File: config.mk
export PLATFORM = sky130hd
export DESIGN_NAME = tsense_i2c_regs
export DESIGN_NICKNAME = d
export VERILOG_FILES = /design/src/rtl/tsi_pkg.sv /design/src/rtl/tsi_line_sync.sv /design/src/rtl/tsi_regs.sv /design/src/rtl/tsi_bus_fsm.sv /design/src/rtl/tsense_i2c_regs.sv
export SDC_FILE = /design/constraint.sdc
export NUM_CORES = 1
export LEC_CHECK = 0
export BUFFER_PORTS_ARGS = -buffer_cell sky130_fd_sc_hd__buf_2
export CORE_AREA = 2 2 149 107
export CTS_BUF_LIST = sky130_fd_sc_hd__clkbuf_8 sky130_fd_sc_hd__clkbuf_16
export DETAILED_ROUTE_END_ITERATION = 10
export DIE_AREA = 0 0 151 109
export PLACE_DENSITY_LB_ADDON = 0.2
export SYNTH_ARGS = -nofsm -noshare
export SYNTH_HDL_FRONTEND = slang
export SYNTH_SLANG_ARGS = --single-unit
File: constraint.sdc
create_clock -name clk -period 4.4 [get_ports clk]
set_input_delay 0.66 -clock clk [delete_from_list [all_inputs] [get_ports clk]]
set_output_delay 0.66 -clock clk [all_outputs]
set_load 0.01 [all_outputs]
File: src/rtl/tsi_pkg.sv
package tsi_pkg;

    typedef enum logic [2:0] {
        BS_IDLE,
        BS_RX,
        BS_ACKW,
        BS_ACK,
        BS_TX,
        BS_TXACK,
        BS_TXACKW
    } bus_st_e;

    localparam logic [1:0] PTR_TEMP = 2'b00;
    localparam logic [1:0] PTR_CFG  = 2'b01;
    localparam logic [1:0] PTR_HYST = 2'b10;
    localparam logic [1:0] PTR_LIM  = 2'b11;

    typedef struct packed {
        bus_st_e     st;
        logic [2:0]  cnt;
        logic [7:0]  sh;
        logic [2:0]  bidx;
        logic        rw;
        logic        oe;
        logic        busy;
        logic        strobe;
        logic        lo;
    } fsm_t;

endpackage

File: src/rtl/tsi_line_sync.sv
module tsi_line_sync #(
    parameter int STAGES = 2
) (
    input  logic clk,
    input  logic rst_n,
    input  logic scl_i,
    input  logic sda_i,
    output logic sda_o,
    output logic start_o,
    output logic stop_o,
    output logic rise_o,
    output logic fall_o
);
    typedef struct packed {
        logic [STAGES-1:0] scl_p;
        logic [STAGES-1:0] sda_p;
        logic              scl_prev;
        logic              sda_prev;
    } sync_t;

    sync_t q, d;
    logic  scl_s, sda_s;

    assign scl_s = q.scl_p[STAGES-1];
    assign sda_s = q.sda_p[STAGES-1];

    always_comb begin
        d          = q;
        d.scl_p    = {q.scl_p[STAGES-2:0], scl_i};
        d.sda_p    = {q.sda_p[STAGES-2:0], sda_i};
        d.scl_prev = scl_s;
        d.sda_prev = sda_s;
    end

    always_ff @(posedge clk or negedge rst_n) begin
        if (!rst_n) q <= '1;
        else        q <= d;
    end

    assign sda_o   = sda_s;
    assign start_o = scl_s & q.scl_prev & q.sda_prev & ~sda_s;
    assign stop_o  = scl_s & q.scl_prev & ~q.sda_prev & sda_s;
    assign rise_o  = scl_s & ~q.scl_prev;
    assign fall_o  = ~scl_s & q.scl_prev;
endmodule

File: src/rtl/tsi_regs.sv
module tsi_regs
    import tsi_pkg::*;
#(
    parameter int          TEMP_W   = 9,
    parameter logic [15:0] HYST_RST = 16'h4B00,
    parameter logic [15:0] LIM_RST  = 16'h5000
) (
    input  logic              clk,
    input  logic              rst_n,
    input  logic              ptr_we,
    input  logic [1:0]        ptr_val,
    input  logic              dat_we,
    input  logic              dat_second,
    input  logic [7:0]        dat_val,
    input  logic              rd_lo,
    input  logic              busy,
    input  logic              conv_valid,
    input  logic [TEMP_W-1:0] conv_temp,
    output logic [7:0]        rd_byte,
    output logic [7:0]        cfg_o,
    output logic [15:0]       hyst_o,
    output logic [15:0]       limit_o,
    output logic [15:0]       temp_o
);
    localparam int CFG_W = 5;
    localparam int PAD_W = 16 - TEMP_W;

    typedef struct packed {
        logic [1:0]        ptr;
        logic [CFG_W-1:0]  cfg;
        logic [15:0]       hyst;
        logic [15:0]       lim;
        logic [7:0]        stage;
        logic [15:0]       temp;
        logic [TEMP_W-1:0] pend;
        logic              pend_v;
    } regs_t;

    regs_t q, d;
    logic [15:0] sel16;

    always_comb begin
        d = q;
        if (ptr_we) d.ptr = ptr_val;
        if (dat_we) begin
            case (q.ptr)
                PTR_CFG:  if (!dat_second) d.cfg = dat_val[CFG_W-1:0];
                PTR_HYST: if (!dat_second) d.stage = dat_val;
                          else d.hyst = {q.stage, dat_val};
                PTR_LIM:  if (!dat_second) d.stage = dat_val;
                          else d.lim = {q.stage, dat_val};
                default:  ;
            endcase
        end
        if (conv_valid) begin
            if (busy) begin
                d.pend   = conv_temp;
                d.pend_v = 1'b1;
            end else begin
                d.temp   = {conv_temp, {PAD_W{1'b0}}};
                d.pend_v = 1'b0;
            end
        end else if (q.pend_v && !busy) begin
            d.temp   = {q.pend, {PAD_W{1'b0}}};
            d.pend_v = 1'b0;
        end
    end

    always_ff @(posedge clk or negedge rst_n) begin
        if (!rst_n) begin
            q      <= '0;
            q.hyst <= HYST_RST;
            q.lim  <= LIM_RST;
        end else begin
            q <= d;
        end
    end

    always_comb begin
        case (q.ptr)
            PTR_HYST: sel16 = q.hyst;
            PTR_LIM:  sel16 = q.lim;
            default:  sel16 = q.temp;
        endcase
        if (q.ptr == PTR_CFG) rd_byte = cfg_o;
        else                  rd_byte = rd_lo ? sel16[7:0] : sel16[15:8];
    end

    assign cfg_o   = {{(8-CFG_W){1'b0}}, q.cfg};
    assign hyst_o  = q.hyst;
    assign limit_o = q.lim;
    assign temp_o  = q.temp;
endmodule

File: src/rtl/tsi_bus_fsm.sv
module tsi_bus_fsm
    import tsi_pkg::*;
#(
    parameter logic [3:0] ADDR_HI = 4'b1001
) (
    input  logic       clk,
    input  logic       rst_n,
    input  logic [2:0] strap,
    input  logic       sda_s,
    input  logic       start,
    input  logic       stop,
    input  logic       rise,
    input  logic       fall,
    input  logic [7:0] rd_byte,
    output logic       sda_oe,
    output logic       busy,
    output logic       strobe,
    output logic       rd_lo,
    output logic       ptr_we,
    output logic [1:0] ptr_val,
    output logic       dat_we,
    output logic       dat_second,
    output logic [7:0] dat_val
);
    localparam logic [2:0] BIDX_MAX = 3'd4;

    fsm_t q, d;
    logic [7:0] rx_byte;

    assign rx_byte = {q.sh[6:0], sda_s};

    always_comb begin
        d          = q;
        d.strobe   = 1'b0;
        ptr_we     = 1'b0;
        dat_we     = 1'b0;
        ptr_val    = rx_byte[1:0];
        dat_val    = rx_byte;
        dat_second = (q.bidx == 3'd3);
        if (start) begin
            d.st   = BS_RX;
            d.cnt  = '0;
            d.bidx = '0;
            d.oe   = 1'b0;
            d.busy = 1'b0;
            d.rw   = 1'b0;
        end else if (stop) begin
            d.st   = BS_IDLE;
            d.oe   = 1'b0;
            d.busy = 1'b0;
        end else begin
            case (q.st)
                BS_RX: if (rise) begin
                    d.sh  = rx_byte;
                    d.cnt = q.cnt + 3'd1;
                    if (q.cnt == 3'd7) begin
                        if (q.bidx == 3'd0) begin
                            if (rx_byte[7:1] == {ADDR_HI, strap}) begin
                                d.rw   = rx_byte[0];
                                d.busy = rx_byte[0];
                                d.lo   = 1'b0;
                                d.st   = BS_ACKW;
                            end else begin
                                d.st = BS_IDLE;
                            end
                        end else if (q.bidx == 3'd1) begin
                            if (rx_byte[7:2] == 6'd0) begin
                                ptr_we = 1'b1;
                                d.st   = BS_ACKW;
                            end else begin
                                d.st = BS_IDLE;
                            end
                        end else begin
                            dat_we = (q.bidx < BIDX_MAX);
                            d.st   = BS_ACKW;
                        end
                    end
                end
                BS_ACKW: if (fall) begin
                    d.oe = 1'b1;
                    d.st = BS_ACK;
                end
                BS_ACK: if (fall) begin
                    if (q.rw) begin
                        d.st     = BS_TX;
                        d.cnt    = '0;
                        d.sh     = rd_byte;
                        d.oe     = ~rd_byte[7];
                        d.strobe = 1'b1;
                        d.lo     = ~q.lo;
                    end else begin
                        d.oe   = 1'b0;
                        d.st   = BS_RX;
                        d.cnt  = '0;
                        d.bidx = (q.bidx == BIDX_MAX) ? BIDX_MAX : q.bidx + 3'd1;
                    end
                end
                BS_TX: if (fall) begin
                    if (q.cnt == 3'd7) begin
                        d.oe = 1'b0;
                        d.st = BS_TXACK;
                    end else begin
                        d.cnt = q.cnt + 3'd1;
                        d.sh  = {q.sh[6:0], 1'b0};
                        d.oe  = ~q.sh[6];
                    end
                end
                BS_TXACK: if (rise) begin
                    if (!sda_s) begin
                        d.st = BS_TXACKW;
                    end else begin
                        d.st   = BS_IDLE;
                        d.busy = 1'b0;
                    end
                end
                BS_TXACKW: if (fall) begin
                    d.st     = BS_TX;
                    d.cnt    = '0;
                    d.sh     = rd_byte;
                    d.oe     = ~rd_byte[7];
                    d.strobe = 1'b1;
                    d.lo     = ~q.lo;
                end
                default: ;
            endcase
        end
    end

    always_ff @(posedge clk or negedge rst_n) begin
        if (!rst_n) q <= '0;
        else        q <= d;
    end

    assign sda_oe = q.oe;
    assign busy   = q.busy;
    assign strobe = q.strobe;
    assign rd_lo  = q.lo;
endmodule

File: src/rtl/tsense_i2c_regs.sv
module tsense_i2c_regs
    import tsi_pkg::*;
#(
    parameter int          TEMP_W      = 9,
    parameter int          SYNC_STAGES = 2,
    parameter logic [3:0]  ADDR_HI     = 4'b1001,
    parameter logic [15:0] HYST_RST    = 16'h4B00,
    parameter logic [15:0] LIM_RST     = 16'h5000
) (
    input  logic              clk,
    input  logic              rst_n,
    input  logic              scl_i,
    input  logic              sda_i,
    output logic              sda_oe_o,
    input  logic [2:0]        strap_i,
    input  logic              conv_valid_i,
    input  logic [TEMP_W-1:0] conv_temp_i,
    output logic              rd_strobe_o,
    output logic [7:0]        cfg_o,
    output logic [15:0]       hyst_o,
    output logic [15:0]       limit_o,
    output logic [15:0]       temp_o
);
    logic       sda_s, start_evt, stop_evt, scl_rise, scl_fall;
    logic       read_busy, rd_lo, ptr_we, dat_we, dat_second;
    logic [1:0] ptr_val;
    logic [7:0] dat_val, rd_byte;

    tsi_line_sync #(.STAGES(SYNC_STAGES)) u_sync (
        .clk(clk), .rst_n(rst_n), .scl_i(scl_i), .sda_i(sda_i),
        .sda_o(sda_s), .start_o(start_evt), .stop_o(stop_evt),
        .rise_o(scl_rise), .fall_o(scl_fall)
    );

    tsi_bus_fsm #(.ADDR_HI(ADDR_HI)) u_fsm (
        .clk(clk), .rst_n(rst_n), .strap(strap_i), .sda_s(sda_s),
        .start(start_evt), .stop(stop_evt), .rise(scl_rise), .fall(scl_fall),
        .rd_byte(rd_byte), .sda_oe(sda_oe_o), .busy(read_busy),
        .strobe(rd_strobe_o), .rd_lo(rd_lo), .ptr_we(ptr_we),
        .ptr_val(ptr_val), .dat_we(dat_we), .dat_second(dat_second),
        .dat_val(dat_val)
    );

    tsi_regs #(.TEMP_W(TEMP_W), .HYST_RST(HYST_RST), .LIM_RST(LIM_RST)) u_regs (
        .clk(clk), .rst_n(rst_n), .ptr_we(ptr_we), .ptr_val(ptr_val),
        .dat_we(dat_we), .dat_second(dat_second), .dat_val(dat_val),
        .rd_lo(rd_lo), .busy(read_busy), .conv_valid(conv_valid_i),
        .conv_temp(conv_temp_i), .rd_byte(rd_byte), .cfg_o(cfg_o),
        .hyst_o(hyst_o), .limit_o(limit_o), .temp_o(temp_o)
    );
endmodule

# == After elaboration in Yosys (flattened, before gate mapping) ==
# Index checks and enable logic that the tools add are counted.
# word_totals
latchBits,0
mem_bits_rw,0
n_memories,0
word_cells,192
rom_bits,0
out_inout_bits,58
register_bits,101
# classes
add_sub_neg,2
n_lt_le_gt_ge,1
n_eq_ne,42
multipliers,0
n_div,0
n_reduce_logical,33
bitwise_logic,17
muxes,76
n_shift,0
# ops
op,count
$mux W16,3
$pmux W11 S4,1
$mux W14,3
$mux W1,35
$mux W3,11
$pmux W16 S2,1
$ne A4 B4 Y1 const B,7
$mux W8,3
$mux W6,3
$pmux W3 S6,1
$reduce_and A9 Y1,2
$mux W17,1
$mux W2,8
$ne A2 B2 Y1 const B,8
$ne A4 B3 Y1 const B,4
$reduce_bool A2 Y1,8
$eq A3 B3 Y1 const B,5
$mux W15,1
$ne A3 B3 Y1 const B,5
$reduce_and A7 Y1,2
$reduce_and A3 Y1,4
$mux W11,1
$not A1 Y1,10
$reduce_and A10 Y1,1
other kinds (26),43

# == Longest topological paths before layout ==
# Gate-level depths: netlist of run 1.
# depth
word_depth,10
ltp_mapped,9
mapped_depth_nobuf,7

# == By module ==
# A second synthesis of run 1 with hierarchy kept.
# unflattened
cells_unflattened,470
area_unflattened_um2,5190.0
# by_module_without_submodules
mod,area_each_um2,cells_per_inst,instances,seq_area_each_um2
tsi_regs,3363.2,281,1,1659.1
tsi_bus_fsm,1634.1,179,1,525.5
tsi_line_sync,192.7,10,1,157.7

# == Worst setup path before layout of run 1 ==
# No wires, ideal clock.
# synth_timing
kind,flip-flop to flip-flop
from,"reg u_sync.q, in the netlist u_sync.d[1]"
to,"reg u_regs.q, in the netlist u_regs.limit_o[0]"
setup_ps,125
setup_slack_ps,2429
t_required_ps,4275
arrival_ps,1846
path_stages_with_launch,7
cell_sequence,dfstp_2 -> nor3b_4 -> nand4_4 -> nor2_4 -> nand4_4 -> buf_6 -> mux2_4
# synth_between
elab_chain_cells,6
# synth_rtl
item,line,text
"start, declared",tsi_line_sync.sv:21,"sync_t q, d;"
"start signal, assigned",tsi_line_sync.sv:36,if (!rst_n) q <= '1;
"start signal, assigned",tsi_line_sync.sv:37,else q <= d;
$and A1 B1 Y1 (on tied branches),"tsi_line_sync.sv:43, tsi_line_sync.sv:41, tsi_line_sync.sv:42",
$mux W1 / $and A1 B1 Y1 (equally long branches),"tsi_bus_fsm.sv:53, tsi_line_sync.sv:42",
$mux W1 / $and A1 B1 Y1 (equally long branches),"tsi_bus_fsm.sv:52, tsi_line_sync.sv:42",
$mux W1,tsi_bus_fsm.sv:47,end else if (stop) begin
$mux W1 (*),tsi_bus_fsm.sv:40,if (start) begin
$reduce_and A3 Y1 (no source line) (*),-,
"end, declared",tsi_regs.sv:39,"regs_t q, d;"
# Every way passes the cells marked *; elsewhere a longest branch is shown, timed or not.
# A chain may end at the register's enable or synchronous reset.

# == Worst setup path after layout of run 1 ==
# layout_timing
from,reg u_fsm.q[19] (netlist name)
to,"reg u_regs.q, in the netlist u_regs.limit_o[3]"
# layout_between
elab_chain_cells,5
# layout_rtl
item,line,text
"start, declared",tsi_bus_fsm.sv:27,"fsm_t q, d;"
"start signal, assigned",tsi_bus_fsm.sv:130,if (!rst_n) q <= '0;
"start signal, assigned",tsi_bus_fsm.sv:131,else q <= d;
$eq A3 B1 Y1,tsi_bus_fsm.sv:52,case (q.st)
$mux W1,tsi_bus_fsm.sv:52,
$mux W1,tsi_bus_fsm.sv:47,
$mux W1,tsi_bus_fsm.sv:40,
$reduce_and A3 Y1 (no source line),-,
# Every way passes these cells.

==> summary.txt, run 1 <==
Layout
  – Fraction of layout cells with a size suffix above 1: 0.3527
  – Antenna cells: 0
  – Final layout net count: 483
  – Area growth from synthesis to layout: 7.398%

Timing
  – RSZ-0062 raised after global routing: false
  – Final Critical Period: 2.595 ns
  – Highest clock rate: 385.3 MHz
  – Worst slew margin: 0.2828
  – Fin. Hold Viols: 0
  – Final Max Tran Viols: 0
  – Actual slew at the worst max-slew pin: 1.066 ns
  – Final setup viols: 0
  – Setup TNS: 0 ns
  – Min setup slack post-route: 1.805 ns
  – Final period utilization: 0.5899
  – Final Skew: 0.007970 ns

Hold path
  – HP Class: reg2reg
  – Hold depth: 0

Critical path
  – Crit path capture type: flip-flop
  – Crit path DAT: 2.83 ns
  – Worst setup SP type: flip-flop
  – Worst path required time: 4.64 ns
  – Critical path peak fanout: 16
  – Critical path type: reg2reg
  – R2R depth: 5

Detailed routing
  – Vias post-DR: 3253
  – Post-route DRC: 0
  – Drt total wl: 11590 µm
  – Via/cell ratio: 4.892
  – Antenna-violating nets left: 0
  – Initial DRC count: 165
  – WL/cell: 17.43 µm
  – First drt pass iteration count: 5

Place
  – Pre-CTS worst setup slack: 1.840 ns
  – Dpl hpwl: 8259 µm
  – IO buf count: 64
  – Gp weighted congestion: 0.8686

Clocking
  – H-tree levels: 3
  – Worst-Skew Late Latency: 0.35 ns
  – Longest Clk Path Bufs: 2
  – Postcts setup bufs: 0
  – CTS root buf: clkbuf_16
  – Cts repair resizes: 0
  – Post-CTS Hold Buffers: 0
  – CTS Buf Count: 9
  – Worst-path clk slew: 0.07 ns
  – Clk sinks: 93
  – TritonCTS clock tree: yes

Floorplanning
  – Initial Util: 0.3333
  – Io pins: 75
  – Die X: 151 µm
  – Std-Cell Core Area: 15120 µm²
  – Die area: 16460 µm²
  – Site Rows: 38
  – Die height: 109 µm

Synth
  – Largest family of logic cells by synthesized area: multiplexers
  – Register area share after synthesis: 0.4647
  – Most frequent cell after synthesis: dfrtp_1
  – Syn. warnings: 0
  – Synth top area cells: dfrtp_1 (40%), mux2_2 (12%), buf_4 (8.3%)
  – Gate Count Post-Synth: 455
  – Asr flop ratio synth: 1.000
  – Post-synth top flop: dfrtp_1
  – Synth Area in XOR/XNOR: 0.006951
  – Syn Area/Cell: 11.08 µm²
  – Post-synth EDFFs: 0
  – Mux cell area share after synthesis: 0.1817
  – Post-synth top area share: 0.4022
  – Mapped cell area: 5040 µm²
  – Synth Area in Compound Gates: 0.1068
  – Simple-gate share of the synthesized area: 0.1140
  – Synth cell count leaders: dfrtp_1 (81), buf_4 (56), mux2_2 (52), nand2_1 (37), nor2_1 (26)
  – Leading area contributor after synthesis: dfrtp_1
  – Post-Synth Adder-Cell Area: 0.01490
  – Synth cell types: 58
  – Synth Register Bits: 93

GRT
  – First-pass GRT wire length: 18250 µm
  – Vias in the first global route: 3115
  – GR Overflow Total: 0
  – Largest net degree at the start of global routing: 70
  – Initial antenna violation count: 0
  – GRT Total Usage: 0.1490

Pwr
  – Sw Share: 0.3534
  – Leak: 2.610 nW
  – Comb power frac: 0.227
  – Net Switching: 0.8948 mW
  – Internal power: 1.637 mW
  – Share of power burned in registers: 0.471
  – Clock Power Share: 0.303
  – Pwr dens: 467.8 nW/µm²
  – Worst VDD drop: 0.2169 mV

Run
  – Max-capacitance violation count: 0

Outcome
  – Status: finished clean
-- routing by layer --
metal	share of wire	vias to the layer above	wire [µm]	track usage
met3	0.056	8	652	0.03891
met4	0.0078	0	90	0.03738
li1	-	1566	-	-
met2	0.43	88	4940	0.2062
met1	0.51	1591	5904	0.2284
met5	0	-	0	0
-- placed cells by master, fill, tap and decap left out, types with 2 or more instances in the layout --
cell type,count
nor2_1,26
xor2_1,3
buf_2,63
a32oi_1,5
a21oi_1,11
o211a_1,3
mux2i_1,18
nor3_1,2
and3_1,2
a21o_1,2
mux2_2,52
nand3b_1,2
nor2b_1,5
a211oi_1,7
inv_1,6
and2_1,2
ha_1,6
dfrtp_1,81
nand3_1,7
dfstp_2,12
mux2_4,10
inv_6,3
conb_1,10
nor4_1,3
o21ai_0,23
a31oi_1,9
nand2b_1,5
a211o_1,3
nand2_1,37
o21a_1,2
buf_4,2
o221ai_1,5
clkinvlp_4,2
nand4_4,2
clkbuf_16,9
-- through the flow --
stage | hold WS [ns] | total power [mW] | cell area, µm² | utilization | std cells
after floorplan | 0.3452 | 1.610 | 5074 | - | 464
after global placement | 0.3458 | 1.765 | 5121 | 0.3387 | 649
after detailed placement | 0.3472 | 1.783 | 5121 | 0.3387 | 649
after CTS | 0.3573 | 2.558 | 5413 | 0.3580 | 665
after global routing | 0.3607 | 2.707 | 5413 | 0.3580 | 665
final | 0.3562 | 2.532 | 5413 | 0.3580 | 665
-- registers in the layout, indices dropped and copies added (netlist names), 2 cells and up --
register,flops
u_regs.temp_o,9
u_sync.q,2
u_regs.hyst_o,16
u_sync.d,3
u_regs.cfg_o,5
u_fsm.q,10
u_regs.q,20
u_fsm.dat_val,7
u_regs.limit_o,16
-- power by group through the flow --
stage	Sequential [mW]	Clock [mW]	Combinational [mW]
floorplan	1.07	0	0.537
global placement	1.20	0	0.564
detailed placement	1.21	0	0.574
CTS	1.19	0.789	0.576
global route	1.22	0.832	0.652
finish	1.19	0.766	0.574
-- final cells by class --
cell class,count,area [µm²]
inverter,6,22.52
clock inverter,6,52.55
fill,1489,9707
multi-input combinational,285,2176
sequential,93,2342
timing repair buffer,65,330.3
tap,200,250.2
clock buffer,10,239.0
-- cell families (layout without fill, tap and decap cells) --
| kind of cell | count (synthesis) | after routing |
|---|---|---|
| other | 1 | 10 |
| flip-flops | 93 | 93 |
| adder cells (fa/ha/maj) | 6 | 6 |
| AND/OR/NAND/NOR | 104 | 104 |
| buffers and inverters | 86 | 87 |
| multiplexers | 80 | 80 |
| XOR/XNOR | 4 | 4 |
| AO/OA/AOI/OAI | 81 | 81 |
-- critical path, stage by stage (launching register included) --
cell     delay (ns)
dfrtp_1        0.57
nor2b_1        0.59
nand4_4        0.24
nor2_4         0.22
nand4_4        0.40
mux2_4         0.46
-- path summary, 6_finish.rpt --
| check | from | to | slack [ns] |
|---|---|---|---|
| worst min register to register | u_sync.d[5]$_DFF_PN1_ | u_sync.d[1]$_DFF_PN1_ | 0.36 |
| min in group asynchronous | rst_n | u_regs.hyst_o[12]$_DFFE_PN0P_ | 0.42 |
| worst min-delay path | u_sync.d[5]$_DFF_PN1_ | u_sync.d[1]$_DFF_PN1_ | 0.36 |
| worst max-delay path | u_fsm.q[19]$_DFFE_PN0P_ | u_regs.limit_o[3]$_DFFE_PN0P_ | 1.80 |
| max in group asynchronous | rst_n | u_regs.hyst_o[0]$_DFFE_PN0P_ | 3.10 |
| worst max register to register | u_fsm.q[19]$_DFFE_PN0P_ | u_regs.limit_o[3]$_DFFE_PN0P_ | 1.80 |
(Power assumes the default switching activity.)
==> run 2, diff against run 1 <==
--- a/config.mk
+++ b/config.mk
@@ -5,6 +5,7 @@
 export SDC_FILE = /design/constraint.sdc
 export NUM_CORES = 1
 export LEC_CHECK = 0
+export ABC_AREA = 1
 export BUFFER_PORTS_ARGS = -buffer_cell sky130_fd_sc_hd__buf_2
 export CORE_AREA = 2 2 149 107
 export CTS_BUF_LIST = sky130_fd_sc_hd__clkbuf_8 sky130_fd_sc_hd__clkbuf_16
==> constraint.sdc (replaced) <==
create_clock -name clk -period 2.65 [get_ports clk]
set_input_delay 0.3975 -clock clk [delete_from_list [all_inputs] [get_ports clk]]
set_output_delay 0.3975 -clock clk [all_outputs]
set_load 0.01 [all_outputs]
==> run 2 against run 1 <==
Net effect: via count up 24%; synthesized cell count increased by 44%; combinational power grew to 2.8 times the previous value; non-clock buffer count is 6 higher; fmax is 38% higher; flip-flop and latch count did not move; first-iteration DRC count up 85%; global-route usage rose by 1.3 points; die area unchanged.
==> summary.txt, run 2 <==
Critical path
  – Reg2reg end: u_fsm.dat_val[7]$_DFFE_PN0P_
  – Worst path required time: 2.93 ns (-1.71 ns)
  – Worst R2R Start: u_sync.q[1]$_DFF_PN1_
  – Worst setup SP type: flip-flop
  – R2R depth: 8 (+3)
  – Crit path DAT: 2.16 ns (-0.67 ns)
  – Crit path capture type: flip-flop
  – Worst reg2reg setup slack: 0.77 ns (-1.04 ns)
  – Worst Setup SP: u_sync.q[1]$_DFF_PN1_
  – Critical path type: reg2reg
  – Critical path peak fanout: 7 (-9)

Detailed routing
  – WL/cell: 14.19 µm (-19%)
  – Antenna-violating nets left: 0 (unchanged)
  – Drt total wl: 12490 µm (+7.8%)
  – Post-route DRC: 0 (unchanged)
  – First drt pass iteration count: 5 (unchanged)
  – Initial DRC count: 306 (+85%)
  – Via/cell ratio: 4.592 (-6.1%)
  – Vias post-DR: 4041 (+24%)

Synth
  – Register area share after synthesis: 0.4639 (-0.0008063)
  – Post-synth top flop: dfrtp_1
  – Synth cell count leaders: nand2_1 (205), dfrtp_1 (81), nor2_1 (66), inv_1 (61), buf_4 (57)
  – Simple-gate share of the synthesized area: 0.2696 (+0.1557)
  – Most frequent cell after synthesis: nand2_1
  – Synth Area in XOR/XNOR: 0.001735 (-0.005217)
  – Mapped cell area: 5049 µm² (+0.17%)
  – Synth top area cells: dfrtp_1 (40%), nand2_1 (15%), buf_4 (8.5%)
  – Leading area contributor after synthesis: dfrtp_1
  – Syn. warnings: 0 (unchanged)
  – Synth cell types: 29 (-50%)
  – Post-synth top area share: 0.4015 (-0.0006977)
  – Syn Area/Cell: 7.684 µm² (-31%)
  – Mux cell area share after synthesis: 0.01561 (-0.1661)
  – Synth Area in Compound Gates: 0.08575 (-0.02100)
  – Gate Count Post-Synth: 657 (+44%)
  – Asr flop ratio synth: 1.000 (unchanged)
  – Largest family of logic cells by synthesized area: simple AND/OR/NAND/NOR gates
  – Post-synth EDFFs: 0 (unchanged)
  – Synth Register Bits: 93 (unchanged)
  – Post-Synth Adder-Cell Area: 0.01487 (-0.00002584)

GRT
  – First-pass GRT wire length: 20420 µm (+12%)
  – GR Overflow Total: 0 (unchanged)
  – GRT Total Usage: 0.1622 (+0.01320)
  – Initial antenna violation count: 0 (unchanged)
  – Vias in the first global route: 3860 (+24%)
  – Largest net degree at the start of global routing: 57 (-19%)

Pwr
  – Post-layout total power: 4.815 mW (+90%)
  – Pwr dens: 876.1 nW/µm² (+87%)
  – Worst VDD drop: 0.3463 mV (+60%)
  – Leak: 2.808 nW (+7.6%)

Timing
  – Highest clock rate: 530.5 MHz (+38%)
  – Final Skew: 0.007884 ns (-0.00008632 ns)
  – Worst slew margin: 0.5070 (+0.2242)
  – Final Max Tran Viols: 0 (unchanged)
  – Fin. Hold Viols: 0 (unchanged)
  – Final setup viols: 0 (unchanged)
  – Actual slew at the worst max-slew pin: 0.7395 ns (-0.3265 ns)
  – RSZ-0062 raised after global routing: false
  – Final period utilization: 0.7113 (+0.1214)
  – Final Critical Period: 1.885 ns (-0.7105 ns)
  – Setup TNS: 0 ns (unchanged)

Layout
  – Fill count: 1590 (+6.8%)
  – Top reg by flops: u_regs.q
  – Share of the core filled with cells: 0.3635 (+0.005545)
  – Area growth from synthesis to layout: 8.872%
  – Most common cell after layout, fill and taps aside: nand2_1
  – Largest register FFs: 20 (unchanged)
  – Most frequent cells in the layout: nand2_1 (205), dfrtp_1 (81), nor2_1 (66)
  – Fraction of layout cells with a size suffix above 1: 0.1765 (-0.1762)
  – Antenna cells: 0 (unchanged)
  – Non-Filler Instances: 880 (+32%)
  – Final layout net count: 698 (+45%)

Hold path
  – HP Class: in2async

Floorplanning
  – Site Rows: 38 (unchanged)
  – Die X: 151 µm (unchanged)
  – Std-Cell Core Area: 15120 µm² (unchanged)
  – Die height: 109 µm (unchanged)
  – Die area: 16460 µm² (unchanged)
  – Initial Util: 0.3339 (+0.0005793)
  – Io pins: 75 (unchanged)

Clocking
  – Post-CTS Hold Buffers: 0 (unchanged)
  – Cts repair resizes: 0 (unchanged)
  – Worst-Skew Late Latency: 0.34 ns (about the same)
  – CTS Buf Count: 9 (unchanged)
  – Clk sinks: 93 (unchanged)
  – H-tree levels: 3 (unchanged)
  – TritonCTS clock tree: yes
  – Worst-path clk slew: 0.07 ns (about the same)
  – Postcts setup bufs: 0 (unchanged)
  – Longest Clk Path Bufs: 2 (unchanged)
  – CTS root buf: clkbuf_16

Place
  – IO buf count: 64 (unchanged)
  – Dpl hpwl: 9449 µm (+14%)
  – Gp weighted congestion: 0.8806 (+1.4%)
  – Cells after DPL: 864 (+33%)

Run
  – Max-capacitance violation count: 0 (unchanged)

Outcome
  – Status: finished clean
## run 2: worst max-delay path: stages, from the launching register on
cell	delay [ns]
dfstp_2	0.61
inv_1	0.06
nor2_1	0.30
nand2_1	0.13
nand2_1	0.09
nand3_1	0.22
nor2_4	0.27
nand2_1	0.08
nand2_1	0.06
## run 2: power breakdown
group          leakage [nW]  total, mW  internal (mW)  switching (mW)
clock network         0.146       1.27          0.681           0.590
logic                  1.46       1.59          0.563            1.03
registers              1.20       1.95           1.69           0.262
total                  2.81       4.82           2.93            1.88
## run 2: worst max-delay path by stage
stage | depth (start not counted) | slack (ns) | to
2_1_floorplan | 8 | 1.08 | u_regs.limit_o[0]$_DFFE_PN0P_
3_3_place_gp | 8 | 0.80 | u_regs.hyst_o[0]$_DFFE_PN0P_
3_5_place_dp | 7 | 0.79 | u_fsm.dat_val[7]$_DFFE_PN0P_
4_1_cts | 7 | 0.78 | u_fsm.dat_val[7]$_DFFE_PN0P_
5_1_grt | 8 | 0.56 | u_fsm.dat_val[5]$_DFFE_PN0P_
6_report | 8 | 0.77 | u_fsm.dat_val[7]$_DFFE_PN0P_
## run 2: layout make-up
cell class	count	area, µm²	share of cell area
sequential	93	2342	0.4261
multi-input combinational	435	1994	0.3628
timing repair buffer	71	375.4	0.06829
tap	200	250.2	0.04553
inverter	65	244.0	0.04439
clock buffer	10	239.0	0.04348
clock inverter	6	51.30	0.009333
## run 2: per-layer routing
metal / wire length, µm / global-route usage / vias to the layer above
met5: 0 / 0 / -
met4: 118 / 0.04206 / 0
met3: 707 / 0.03849 / 9
met2: 5152 / 0.2357 / 117
met1: 6508 / 0.2418 / 1850
li1: - / - / 2065
## run 2: kinds of logic after synthesis
kind of cell | Yosys count
adder cells (fa/ha/maj) | 6
flip-flops | 93
buffers and inverters | 138
XOR/XNOR | 1
other | 1
AO/OA/AOI/OAI | 83
multiplexers | 7
AND/OR/NAND/NOR | 328
## run 2: per-stage QoR
step / setup slack (ns) / cell area, µm² / hold slack [ns]
finish: 0.7650 / 5497 / 0.1042
global route: 0.5577 / 5497 / 0.1282
CTS: 0.7763 / 5497 / 0.1330
detailed placement: 0.7887 / 5206 / 0.3472
global placement: 0.8042 / 5206 / 0.3455
floorplan: 1.080 / 5082 / 0.1019
==> run 3, diff against run 2 <==
--- a/config.mk
+++ b/config.mk
@@ -5,7 +5,7 @@
 export SDC_FILE = /design/constraint.sdc
 export NUM_CORES = 1
 export LEC_CHECK = 0
-export ABC_AREA = 1
+export ABC_AREA = 0
 export BUFFER_PORTS_ARGS = -buffer_cell sky130_fd_sc_hd__buf_2
 export CORE_AREA = 2 2 149 107
 export CTS_BUF_LIST = sky130_fd_sc_hd__clkbuf_8 sky130_fd_sc_hd__clkbuf_16
==> constraint.sdc (replaced) <==
create_clock -name clk -period 1.9 [get_ports clk]
set_input_delay 0.285 -clock clk [delete_from_list [all_inputs] [get_ports clk]]
set_output_delay 0.285 -clock clk [all_outputs]
set_load 0.01 [all_outputs]
==> run 3 against run 2 <==
Net effect: total power increased by 28%; sequential share of layout area decreased by 2.6 points; fmax increased by 0.72%; clock skew decreased by 0.0029 ns; non-clock buffer count increased by 33; via count decreased by 14%; count of clock-buffer cells in the layout increased by 1; register-to-register slack got worse by 0.74 ns; clock power increased by 36%.
==> summary.txt, run 3 (same netlist as run 1, synthesis figures left out) <==
Floorplanning
  – Initial Util: 0.3333 (-0.0005793)
  – Io pins: 75 (unchanged)
  – Site Rows: 38 (unchanged)
  – Die height: 109 µm (unchanged)
  – Die X: 151 µm (unchanged)
  – Die area: 16460 µm² (unchanged)
  – Std-Cell Core Area: 15120 µm² (unchanged)

Hold path
  – HP Class: in2reg

Timing
  – Final setup viols: 0 (unchanged)
  – Fin Hold WS: 0.03599 ns (-0.06817 ns)
  – RSZ-0062 raised after global routing: true
  – Highest clock rate: 534.3 MHz (+0.72%)
  – Final Max Tran Viols: 0 (unchanged)
  – Actual slew at the worst max-slew pin: 0.9435 ns (+0.2040 ns)
  – Final period utilization: 0.9850 (+0.2737)
  – Fin. Hold Viols: 0 (unchanged)
  – Worst slew margin: 0.3697 (-0.1373)
  – Final Critical Period: 1.872 ns (-0.01347 ns)
  – Final Skew: 0.004937 ns (-0.002946 ns)
  – Min setup slack post-route: 0.02848 ns (-0.7365 ns)

Run
  – Max-capacitance violation count: 0 (unchanged)

Layout
  – Register area: 2342 µm² (unchanged)
  – Area growth from synthesis to layout: 16.24%
  – Share of the core filled with cells: 0.3875 (+0.02392)
  – Antenna cells: 0 (unchanged)
  – Most frequent cells in the layout: dfrtp_1 (81), buf_2 (63), mux2_2 (52)
  – Most common cell after layout, fill and taps aside: dfrtp_1
  – Top reg by flops: u_regs.q
  – Multi-input logic area: 2235 µm² (+12%)
  – Fill count: 1486 (-6.5%)
  – Fraction of layout cells with a size suffix above 1: 0.4187 (+0.2422)
  – Largest register FFs: 20 (unchanged)
  – Final layout net count: 522 (-25%)

Clocking
  – Worst-Skew Late Latency: 0.34 ns (about the same)
  – TritonCTS clock tree: yes
  – Clk sinks: 93 (unchanged)
  – Worst-path clk slew: 0.07 ns (about the same)
  – H-tree levels: 3 (unchanged)
  – CTS Buf Count: 9 (unchanged)
  – CTS root buf: clkbuf_16
  – Longest Clk Path Bufs: 2 (unchanged)

Critical path
  – Most used cell along the critical path: nand4_4
  – Worst path required time: 2.13 ns (-0.80 ns)
  – Worst path cell trace: nor3b_4 -> nand4_4 -> nor2_4 -> nand4_4 -> clkbuf_16 -> mux2_4
  – CP Buf/Inv Count: 1 (unchanged)
  – Crit-path leading delay family: simple AND/OR/NAND/NOR gates
  – Crit path DAT: 2.10 ns (-0.06 ns)
  – Slowest-stage cell, CP: dfstp_2
  – Critical path type: reg2reg
  – Critical path peak fanout: 5 (-2)
  – Worst setup SP type: flip-flop
  – Largest stage delay on the critical path: 0.54 ns (-0.07 ns)
  – Crit path capture type: flip-flop

Pwr
  – Worst VDD drop: 0.4826 mV (+39%)
  – Leak: 2.882 nW (+2.6%)
  – Pwr dens: 1051 nW/µm² (+20%)

Place
  – Pre-CTS worst setup slack: -0.06727 ns (-0.8560 ns)
  – IO buf count: 64 (unchanged)
  – Gp weighted congestion: 0.8361 (-5.1%)
  – Dpl hpwl: 8978 µm (-5.0%)

GRT
  – Largest net degree at the start of global routing: 37 (-35%)
  – Initial antenna violation count: 0 (unchanged)
  – Vias in the first global route: 3544 (-8.2%)
  – GRT Total Usage: 0.1608 (-0.001438)
  – First-pass GRT wire length: 19800 µm (-3.1%)
  – GR Overflow Total: 0 (unchanged)

Detailed routing
  – Vias post-DR: 3465 (-14%)
  – Antenna-violating nets left: 0 (unchanged)
  – Initial DRC count: 261 (-15%)
  – Via/cell ratio: 4.922 (+7.2%)
  – Post-route DRC: 0 (unchanged)
  – WL/cell: 17.76 µm (+25%)
  – Drt total wl: 12500 µm (+0.11%)
  – First drt pass iteration count: 5 (unchanged)

Outcome
  – Status: finished clean
## run 3: cell types whose count changed in the layout (fill, tap and decap cells not counted), sizes merged, moves of 7 or more
cell / before / now
o21ai: 67 / 24
a211oi: 0 / 7
buf: 71 / 102
mux2: 7 / 62
nor2: 68 / 27
mux2i: 0 / 18
inv: 70 / 8
nand2: 208 / 37
nand3: 44 / 8
## run 3: cell type report
class,count,area share
clock buffer,11,0.04314
clock inverter,5,0.005980
inverter,6,0.003845
multi-input combinational,285,0.3815
sequential,93,0.3998
tap,200,0.04272
timing repair buffer,104,0.1230
## run 3: power by group
group,internal [mW],leakage (nW),switching (mW)
sequential,2.28,1.18,0.369
clock,0.959,0.136,0.774
combinational,0.788,1.57,0.987
total,4.02,2.88,2.13
## run 3: metrics by stage
step	std cells	power [mW]	setup TNS, ns	cell area (µm²)
after global routing	704	6.562	-0.8016	5858
final	704	6.154	0	5858
after detailed placement	680	4.341	-1.420	5391
after CTS	703	6.161	0	5804
after global placement	680	4.302	-0.2395	5391
after floorplan	464	3.728	-0.6238	5074
## run 3: routing by layer
| metal | up-vias | GRT usage | part of all wire |
|---|---|---|---|
| li1 | 1641 | - | - |
| met1 | 1714 | 0.2463 | 0.53 |
| met2 | 102 | 0.2188 | 0.41 |
| met3 | 8 | 0.04142 | 0.049 |
| met4 | 0 | 0.04940 | 0.010 |
| met5 | - | 0 | 0 |
## run 3: repair_timing
action,in CTS,in global routing
hold buffers,1,0
setup endpoints to repair,47,58
cloned,2,0
buffers inserted,4,1
gates resized for setup,10,13
hold endpoints to repair,25,0
pin swaps,7,2
## run 3: worst paths after layout
path,start,endpoint,slack [ns],depth (start not counted)
setup / recovery,u_sync.d[1]$_DFF_PN1_,u_regs.limit_o[3]$_DFFE_PN0P_,0.03,6
hold / removal,sda_i,u_sync.d[3]$_DFF_PN1_,0.04,1
setup reg to reg,u_sync.d[1]$_DFF_PN1_,u_regs.limit_o[3]$_DFFE_PN0P_,0.03,6
hold reg to reg,u_sync.d[3]$_DFF_PN1_,u_sync.sda_o$_DFF_PN1_,0.36,0
max in group asynchronous,rst_n,u_regs.hyst_o[8]$_DFFE_PN1P_,0.83,3
min in group asynchronous,rst_n,u_regs.limit_o[11]$_DFFE_PN0P_,0.45,2
